$ cat src/rtl/cs_pkg.sv
package cs_pkg;

  typedef enum logic [1:0] {
    ST_RUN       = 2'd0,
    ST_WAIT_IDLE = 2'd1,
    ST_STANDBY   = 2'd2,
    ST_WAKE      = 2'd3
  } seq_state_t;

  localparam int CTL_STBY_BIT  = 0;
  localparam int CTL_SRST_BIT  = 1;
  localparam int CTL_RXEN_BIT  = 2;
  localparam int STAT_STBY_BIT = 0;
  localparam int STAT_RXEN_BIT = 1;

  typedef struct packed {
    logic rx_en;
    logic soft_rst;
    logic stby_req;
  } ctl_cmd_t;

  function automatic ctl_cmd_t decode_ctl(input logic [7:0] d);
    ctl_cmd_t c;
    c.rx_en    = d[CTL_RXEN_BIT];
    c.soft_rst = d[CTL_SRST_BIT];
    c.stby_req = d[CTL_STBY_BIT];
    return c;
  endfunction

  function automatic logic state_blocks_host(input seq_state_t s);
    return s != ST_RUN;
  endfunction

  function automatic logic state_in_standby(input seq_state_t s);
    return (s == ST_STANDBY) || (s == ST_WAKE);
  endfunction

  function automatic logic access_permitted(input logic blocked, input logic is_write,
                                            input logic hit_ctrl, input logic hit_stat);
    return !blocked || (is_write && hit_ctrl) || (!is_write && hit_stat);
  endfunction

  function automatic logic settle_last(input int unsigned cnt, input int unsigned limit);
    return (limit == 0) || (cnt == limit - 1);
  endfunction

  function automatic logic [7:0] pack_status(input logic stby, input logic rx);
    logic [7:0] s;
    s = '0;
    s[STAT_STBY_BIT] = stby;
    s[STAT_RXEN_BIT] = rx;
    return s;
  endfunction

endpackage

$ cat src/rtl/cs_ctrl_reg.sv
module cs_ctrl_reg
  import cs_pkg::*;
#(
  parameter int ADDR_W = 2,
  parameter logic [ADDR_W-1:0] CTRL_ADDR = '0
) (
  input  logic              clk,
  input  logic              rst_n,
  input  logic              host_valid,
  input  logic              host_write,
  input  logic [ADDR_W-1:0] host_addr,
  input  logic [7:0]        host_wdata,
  output logic              ctrl_wr,
  output logic              stby_req,
  output logic              rx_en,
  output logic              srst_pulse
);

  ctl_cmd_t cmd;

  assign ctrl_wr = host_valid && host_write && (host_addr == CTRL_ADDR);
  assign cmd     = decode_ctl(host_wdata);

  always_ff @(posedge clk or negedge rst_n) begin
    if (!rst_n) begin
      stby_req   <= 1'b0;
      rx_en      <= 1'b0;
      srst_pulse <= 1'b0;
    end else begin
      srst_pulse <= ctrl_wr && cmd.soft_rst;
      if (ctrl_wr) begin
        stby_req <= cmd.stby_req;
        if (cmd.soft_rst)   rx_en <= 1'b0;
        else if (cmd.rx_en) rx_en <= 1'b1;
      end
    end
  end

endmodule

$ cat src/rtl/cs_settle_timer.sv
module cs_settle_timer
  import cs_pkg::*;
#(
  parameter int SETTLE_TICKS = 20000
) (
  input  logic clk,
  input  logic rst_n,
  input  logic active,
  input  logic ref_tick,
  output logic settle_done
);

  localparam int CNT_W = (SETTLE_TICKS < 2) ? 1 : $clog2(SETTLE_TICKS + 1);

  logic [CNT_W-1:0] cnt;

  always_ff @(posedge clk or negedge rst_n) begin
    if (!rst_n)        cnt <= '0;
    else if (!active)  cnt <= '0;
    else if (ref_tick) cnt <= cnt + CNT_W'(1);
  end

  assign settle_done = active && ref_tick && settle_last(32'(cnt), SETTLE_TICKS);

endmodule

$ cat src/rtl/cs_standby_fsm.sv
module cs_standby_fsm
  import cs_pkg::*;
(
  input  logic       clk,
  input  logic       rst_n,
  input  logic       stby_req,
  input  logic       bus_idle,
  input  logic       settle_done,
  output seq_state_t state,
  output logic       enter_evt,
  output logic       wake_evt,
  output logic       resume_evt
);

  seq_state_t nxt;

  always_comb begin
    nxt        = state;
    enter_evt  = 1'b0;
    wake_evt   = 1'b0;
    resume_evt = 1'b0;
    unique case (state)
      ST_RUN: if (stby_req) nxt = ST_WAIT_IDLE;
      ST_WAIT_IDLE: begin
        if (!stby_req) nxt = ST_RUN;
        else if (bus_idle) begin
          nxt       = ST_STANDBY;
          enter_evt = 1'b1;
        end
      end
      ST_STANDBY: if (!stby_req) begin
        nxt      = ST_WAKE;
        wake_evt = 1'b1;
      end
      ST_WAKE: if (settle_done) begin
        nxt        = ST_RUN;
        resume_evt = 1'b1;
      end
      default: nxt = ST_RUN;
    endcase
  end

  always_ff @(posedge clk or negedge rst_n) begin
    if (!rst_n) state <= ST_RUN;
    else        state <= nxt;
  end

endmodule

$ cat src/rtl/cs_access_guard.sv
module cs_access_guard
  import cs_pkg::*;
#(
  parameter int ADDR_W = 2,
  parameter logic [ADDR_W-1:0] CTRL_ADDR = '0,
  parameter logic [ADDR_W-1:0] STAT_ADDR = 1
) (
  input  logic              clk,
  input  logic              rst_n,
  input  logic              blocked,
  input  logic              host_valid,
  input  logic              host_write,
  input  logic [ADDR_W-1:0] host_addr,
  output logic              host_grant,
  output logic              refused,
  output logic              access_error
);

  logic hit_ctrl, hit_stat;

  assign hit_ctrl   = host_addr == CTRL_ADDR;
  assign hit_stat   = host_addr == STAT_ADDR;
  assign host_grant = host_valid && access_permitted(blocked, host_write, hit_ctrl, hit_stat);
  assign refused    = host_valid && !host_grant;

  always_ff @(posedge clk or negedge rst_n) begin
    if (!rst_n) access_error <= 1'b0;
    else        access_error <= refused;
  end

endmodule

$ cat src/rtl/ctrl_standby_seq.sv
module ctrl_standby_seq
  import cs_pkg::*;
#(
  parameter int ADDR_W = 2,
  parameter logic [ADDR_W-1:0] CTRL_ADDR = '0,
  parameter logic [ADDR_W-1:0] STAT_ADDR = 1,
  parameter int SETTLE_TICKS = 20000
) (
  input  logic              clk,
  input  logic              rst_n,
  input  logic              host_valid,
  input  logic              host_write,
  input  logic [ADDR_W-1:0] host_addr,
  input  logic [7:0]        host_wdata,
  input  logic              bus_idle,
  input  logic              ref_tick,
  output logic              host_grant,
  output logic              access_error,
  output logic [7:0]        status_rdata,
  output logic              slave_rx_en,
  output logic              soft_rst_pulse,
  output logic              bus_release,
  output logic              clk_gate_en,
  output logic              standby_flag
);

  logic       ctrl_wr, stby_req, rx_en, settle_done, refused;
  logic       enter_evt, wake_evt, resume_evt;
  seq_state_t state;

  cs_ctrl_reg #(.ADDR_W(ADDR_W), .CTRL_ADDR(CTRL_ADDR)) u_reg (
    .clk(clk), .rst_n(rst_n), .host_valid(host_valid), .host_write(host_write),
    .host_addr(host_addr), .host_wdata(host_wdata), .ctrl_wr(ctrl_wr),
    .stby_req(stby_req), .rx_en(rx_en), .srst_pulse(soft_rst_pulse)
  );

  cs_settle_timer #(.SETTLE_TICKS(SETTLE_TICKS)) u_timer (
    .clk(clk), .rst_n(rst_n), .active(state == ST_WAKE), .ref_tick(ref_tick),
    .settle_done(settle_done)
  );

  cs_standby_fsm u_fsm (
    .clk(clk), .rst_n(rst_n), .stby_req(stby_req), .bus_idle(bus_idle),
    .settle_done(settle_done), .state(state), .enter_evt(enter_evt),
    .wake_evt(wake_evt), .resume_evt(resume_evt)
  );

  cs_access_guard #(.ADDR_W(ADDR_W), .CTRL_ADDR(CTRL_ADDR), .STAT_ADDR(STAT_ADDR)) u_guard (
    .clk(clk), .rst_n(rst_n), .blocked(state_blocks_host(state)),
    .host_valid(host_valid), .host_write(host_write), .host_addr(host_addr),
    .host_grant(host_grant), .refused(refused), .access_error(access_error)
  );

  assign standby_flag = state_in_standby(state);
  assign bus_release  = standby_flag;
  assign clk_gate_en  = !standby_flag;
  assign slave_rx_en  = rx_en;
  assign status_rdata = pack_status(standby_flag, rx_en);

endmodule

$ cat config.mk
export PLATFORM = sky130hd
export DESIGN_NAME = ctrl_standby_seq
export DESIGN_NICKNAME = d
export VERILOG_FILES = /design/src/rtl/cs_pkg.sv /design/src/rtl/cs_ctrl_reg.sv /design/src/rtl/cs_settle_timer.sv /design/src/rtl/cs_standby_fsm.sv /design/src/rtl/cs_access_guard.sv /design/src/rtl/ctrl_standby_seq.sv
export SDC_FILE = /design/constraint.sdc
export NUM_CORES = 1
export LEC_CHECK = 0
export BUFFER_PORTS_ARGS = -buffer_cell sky130_fd_sc_hd__clkbuf_2
export CAP_MARGIN = 20
export CORE_MARGIN = 2
export CORE_UTILIZATION = 45
export CTS_BUF_LIST = sky130_fd_sc_hd__clkbuf_16
export DETAILED_ROUTE_END_ITERATION = 10
export PLACE_DENSITY = 0.67
export RECOVER_POWER = 100
export SLEW_MARGIN = 10
export SYNTH_ARGS = -nofsm -noshare
export SYNTH_HDL_FRONTEND = slang
export SYNTH_SLANG_ARGS = --single-unit
$ cat constraint.sdc
create_clock -name clk -period 2 [get_ports clk]
set_clock_uncertainty 0.2 [all_clocks]
set_input_delay 0.6 -clock clk [delete_from_list [all_inputs] [get_ports clk]]
set_output_delay 0.6 -clock clk [all_outputs]
set_load 0.01 [all_outputs]
Yosys cells after proc, flatten, opt, wreduce, memory -nomap -nowiden:

Cells that the tools add are included.

* flip-flop bits (word level): 21
* input bits: 16
* output and inout bits: 15
* word-level logic and storage cells: 49

* $add $sub $neg: 1
* equal/unequal tests: 10
* multiplexer cells: 10
* reductions and logical operators: 22

Operators with widths (number)
* $mux W15: 2
* $add A15 B1 Y15 const B: 1
* $eq A15 B15 Y1 const B: 1
* $mux W2: 5
* $logic_and A1 B1 Y1: 9
* $ne A2 B2 Y1 const B: 4
* $pmux W2 S4: 1
* $eq A2 B1 Y1 const B: 2
* $eq A2 B2 Y1 const B: 2
* $logic_not A1 Y1: 4
* $logic_not A2 Y1: 2
* $reduce_and A4 Y1: 1
* $reduce_bool A2 Y1: 2
* $logic_or A1 B1 Y1: 3
* $ne A3 B3 Y1 const B: 1
* $mux W1: 2
* $reduce_and A2 Y1: 1

Longest topological paths before layout:

* word-level depth: 7
* depth in mapped cells: 5
* depth with buffers taken out: 4

Cells and area by module:

Synthesis repeated with hierarchy kept, for this count alone.

* cells, all modules: 123
* area, all modules: 1221.2 um2

Modules (own cells, without submodules)
* cs_settle_timer: instances 1, cells an instance 83, area each 825.8 um2, seq. area each 375.4 um2
* cs_ctrl_reg: instances 1, cells an instance 8, area each 123.9 um2, seq. area each 75.1 um2
* cs_standby_fsm: instances 1, cells an instance 12, area each 118.9 um2, seq. area each 50.0 um2
* ctrl_standby_seq: instances 1, cells an instance 14, area each 92.6 um2, seq. area each 0.0 um2
* cs_access_guard: instances 1, cells an instance 6, area each 60.1 um2, seq. area each 25.0 um2

Worst setup path before layout:

Ideal clock, no wire load.

* path type: input port to output port
* start: in host_addr[0]
* end: out host_grant
* data arrival time: 1.008 ns
* data required time: 1.200 ns
* slack: 0.192 ns
* stages on the path: 3
* buffers on the path: 0
* path through: xnor2_1 > o22ai_1 > and2_1

* longest elaborated chain between the ends: 5
* elaborated cells on any way between the ends: 7
* those cells by class: eq/ne (1); reduce/logical (6)

RTL lines
* from (decl): line ctrl_standby_seq.sv:13 `input logic [ADDR_W-1:0] host_addr,`
* $logic_not A2 Y1: line cs_access_guard.sv:21 `assign hit_ctrl = host_addr == CTRL_ADDR;`
* $logic_and A1 B1 Y1: line cs_pkg.sv:40 `return !blocked || (is_write && hit_ctrl) || (!is_write && hit_stat);`
* $logic_or A1 B1 Y1: line cs_pkg.sv:40
* $logic_or A1 B1 Y1 *: line cs_pkg.sv:40
* $logic_and A1 B1 Y1 *: line cs_access_guard.sv:23 `assign host_grant = host_valid && access_permitted(blocked, host_write, hit_ctrl, hit_stat);`
* to (decl): line ctrl_standby_seq.sv:17 `output logic host_grant,`

Mark *: on every way between the ends. The rest lies on a longest branch, timed or not.

Final worst setup path:

Ends and elaborated chain as after synthesis.

==> reports/results.tsv <==
stage	metric	value	unit
run_status	outcome	complete, but fails checks	
run_status	failing checks	negative setup slack	
yosys	largest cells by area after synthesis	dfrtp_1 (45%), buf_4 (6.4%), mux2i_1 (5.1%)	
place	Port Buf Inserts	19	
worst_hold_path	hold crit path type	primary input to asynchronous set/reset pin	
place	GP Congestion	0.775	
timing	setup tns final	-0.00922	ns
cts	Worst-path clk slew	0.06	ns
setup_path	worst reg2reg path startpoint	u_timer.cnt[8]	
timing	RSZ-0062 raised after global routing	yes	
yosys	predominant post-synthesis flop cell	dfrtp_1	
power	worst vdd ir	0.949	mV
global_routing	largest net degree at the start of global routing	22	
layout	Syn-to-layout area delta	16.7	%
cts	clock sink count	21	
setup_path	Reg2Reg Setup Slack	0.24	ns
power	P per Cell Area	934	mW/mm²
cts	CTS Buf Count	3	
timing	Slew headroom	24.8	%
global_routing	GRT Total Usage	17.3	%
yosys	synthesized area	0.00118	mm²
floorplanning	core area	0.00248	mm²
timing	Tmin final	2.01	ns
yosys	synthesized area per cell	9.80	µm²
yosys	most frequent cell after synthesis	dfrtp_1	
cts	hold_buf cts	0	
yosys	Synth area leader	dfrtp_1	
setup_path	Critical Path Sink Type	output pin	
job	max-cap violations	0	
yosys	FF+latch count, synth	21	
cts	CTS tree	done	
timing	Hold Vio Cnt, Final	0	
cts	CTS HTree Levels	1	
cts	Max Buffers Root-to-Sink	2	
global_routing	GRT overflow	0	
yosys	library cells used by synthesis	30	
yosys	EDFF count, synth	0	
floorplanning	Die W	55.1	µm
detailed_routing	drt via density	5.51	
timing	Worst-Margin Slew	1.13	ns
detailed_routing	DR WL/cell	13.3	µm
setup_path	critical path peak fanout	2	
yosys	Post-synth ARST share	100	%
place	dpl hpwl	1570	µm
detailed_routing	drt first pass iters	4	
layout	antenna cells	0	
setup_path	max incr delay on CP	0.15	ns
setup_path	Worst path depth	5	
setup_path	CP max stage cell	xnor2_2	
setup_path	critical path startpoint category	primary input	
timing	fmax	498	MHz
detailed_routing	DRC violations left	0	
timing	Slew Limit Fails	0	
setup_path	R2R depth	3	
yosys	commonest cells in the netlist	dfrtp_1 (21), nand2_1 (11), buf_4 (10)	
layout	share of cells above drive strength 1	23.0	%
setup_path	CP cell instances	buf_8 -> xnor2_2 -> o22ai_2 -> and2_1 -> buf_2	
detailed_routing	drt total wl	2250	µm
setup_path	critical path's top delay family	buffers and inverters	
detailed_routing	ANT nets after route	0	
detailed_routing	Vias	931	
yosys	Ys Warns	0	
cts	worst-skew pair later-pin latency	0.26	ns
yosys	sequential area share after synthesis	44.7	%
global_routing	global-route wire length before repair	3660	µm
floorplanning	Initial Utilization	47.5	%
setup_path	critical path class	primary input to output pin	
cts	Clk Tree Root Cell	clkbuf_16	
layout	nets@finish	157	
setup_path	crit path DAT	1.21	ns
yosys	post-synth top area share	44.7	%
layout	post-layout util	55.4	%
setup_path	CP Data Required Time	1.20	ns
setup_path	worst path bufs/invs	2	
timing	final worst-path cycle share	100	%
floorplanning	die height	55.1	µm
power	leakage	0.628	nW
floorplanning	I/O pin count	31	
global_routing	vias in the first global route	837	
timing	setup slack after layout	-0.00922	ns
floorplanning	die area	0.00304	mm²
detailed_routing	Iteration-0 DRC Markers	16	
yosys	Post-Syn Instances	120	
timing	# setup viols final	1	
global_routing	initial antenna violation count	0	
floorplanning	Site Rows	18	
area by class of cell:
cell class                 instances  area (µm²)
clock buffer                       3        75.1
clock inverter                     1        5.00
fill                             228        1100
inverter                           6        22.5
multi-input combinational         85         567
sequential                        21         526
tap                               30        37.5
timing repair buffer              23         140
registers in the layout (all words and copies together), names as in the netlist, named ones only:
signal	count
u_reg.stby_req	1
u_timer.cnt	15
u_reg.srst_pulse	1
u_guard.access_error	1
u_fsm.state	1
u_reg.rx_en	1
metrics by stage:
| step | hold slack, ns | area (µm²) | setup WS, ns | cells | power [W] |
|---|---|---|---|---|---|
| 2_1_floorplan | 0.104 | 1190 | 0.192 | 125 | 0.000780 |
| 3_3_place_gp | 0.313 | 1260 | -0.00495 | 164 | 0.000837 |
| 3_5_place_dp | 0.340 | 1260 | -0.0158 | 164 | 0.000851 |
| 4_1_cts | 0.132 | 1340 | -0.0300 | 169 | 0.00128 |
| 5_1_grt | 0.388 | 1370 | -0.0549 | 169 | 0.00136 |
| 6_report | 0.339 | 1370 | -0.00922 | 169 | 0.00128 |
where the power goes:
group | switching (W) | total, W | internal (W)
logic | 0.000157 | 0.000270 | 0.000112
registers | 0.0000857 | 0.000582 | 0.000496
clock network | 0.000162 | 0.000431 | 0.000269
total | 0.000405 | 0.00128 | 0.000878
logic make-up (layout without fill, tap and decap cells):
logic type	Yosys count	count (layout)	share of synthesized area, %
flops	21	21	44.7
buf+inv	19	33	9.89
xor+xnor	5	5	3.72
compound gates	17	17	8.72
other cells	1	6	0.319
simple gates	50	50	26.5
fa+ha+maj	1	1	1.06
mux	6	6	5.11
worst max path at each step:
stage / startpoint / to / slack, ns
2_1_floorplan: host_addr[0] / host_grant / 0.19
3_3_place_gp: host_addr[0] / host_grant / -0.005
3_5_place_dp: host_addr[0] / host_grant / -0.02
4_1_cts: host_addr[0] / host_grant / -0.03
5_1_grt: u_fsm.state[0] / host_grant / -0.05
6_report: host_addr[0] / host_grant / -0.009
routing by layer:
metal	GRT usage (%)	vias up	routed length, µm
li1	-	450	-
met1	20.6	449	1000
met2	29.0	28	1110
met3	6.45	4	116
met4	4.88	0	19
met5	0	-	0
repair_timing:
action | 4_1_cts | 5_1_grt
setup buffers | 1 | 0
endpoints found under the setup margin | 1 | 1
gates resized for setup | 0 | 10
pin swaps | 1 | 3
placed cells by master, fill, tap and decap left out, drive strengths merged, types with 2 or more instances in the layout:
master,n
conb,6
nor4,5
a21oi,7
and2,3
buf,7
o21ai,2
xor2,3
nor2,7
mux2i,6
nand2,12
clkbuf,19
or4,5
inv,6
o22ai,2
xnor2,2
o31ai,4
nand2b,6
dfrtp,21
nand4,7
No activity file was read; power rests on OpenSTA's default activity.
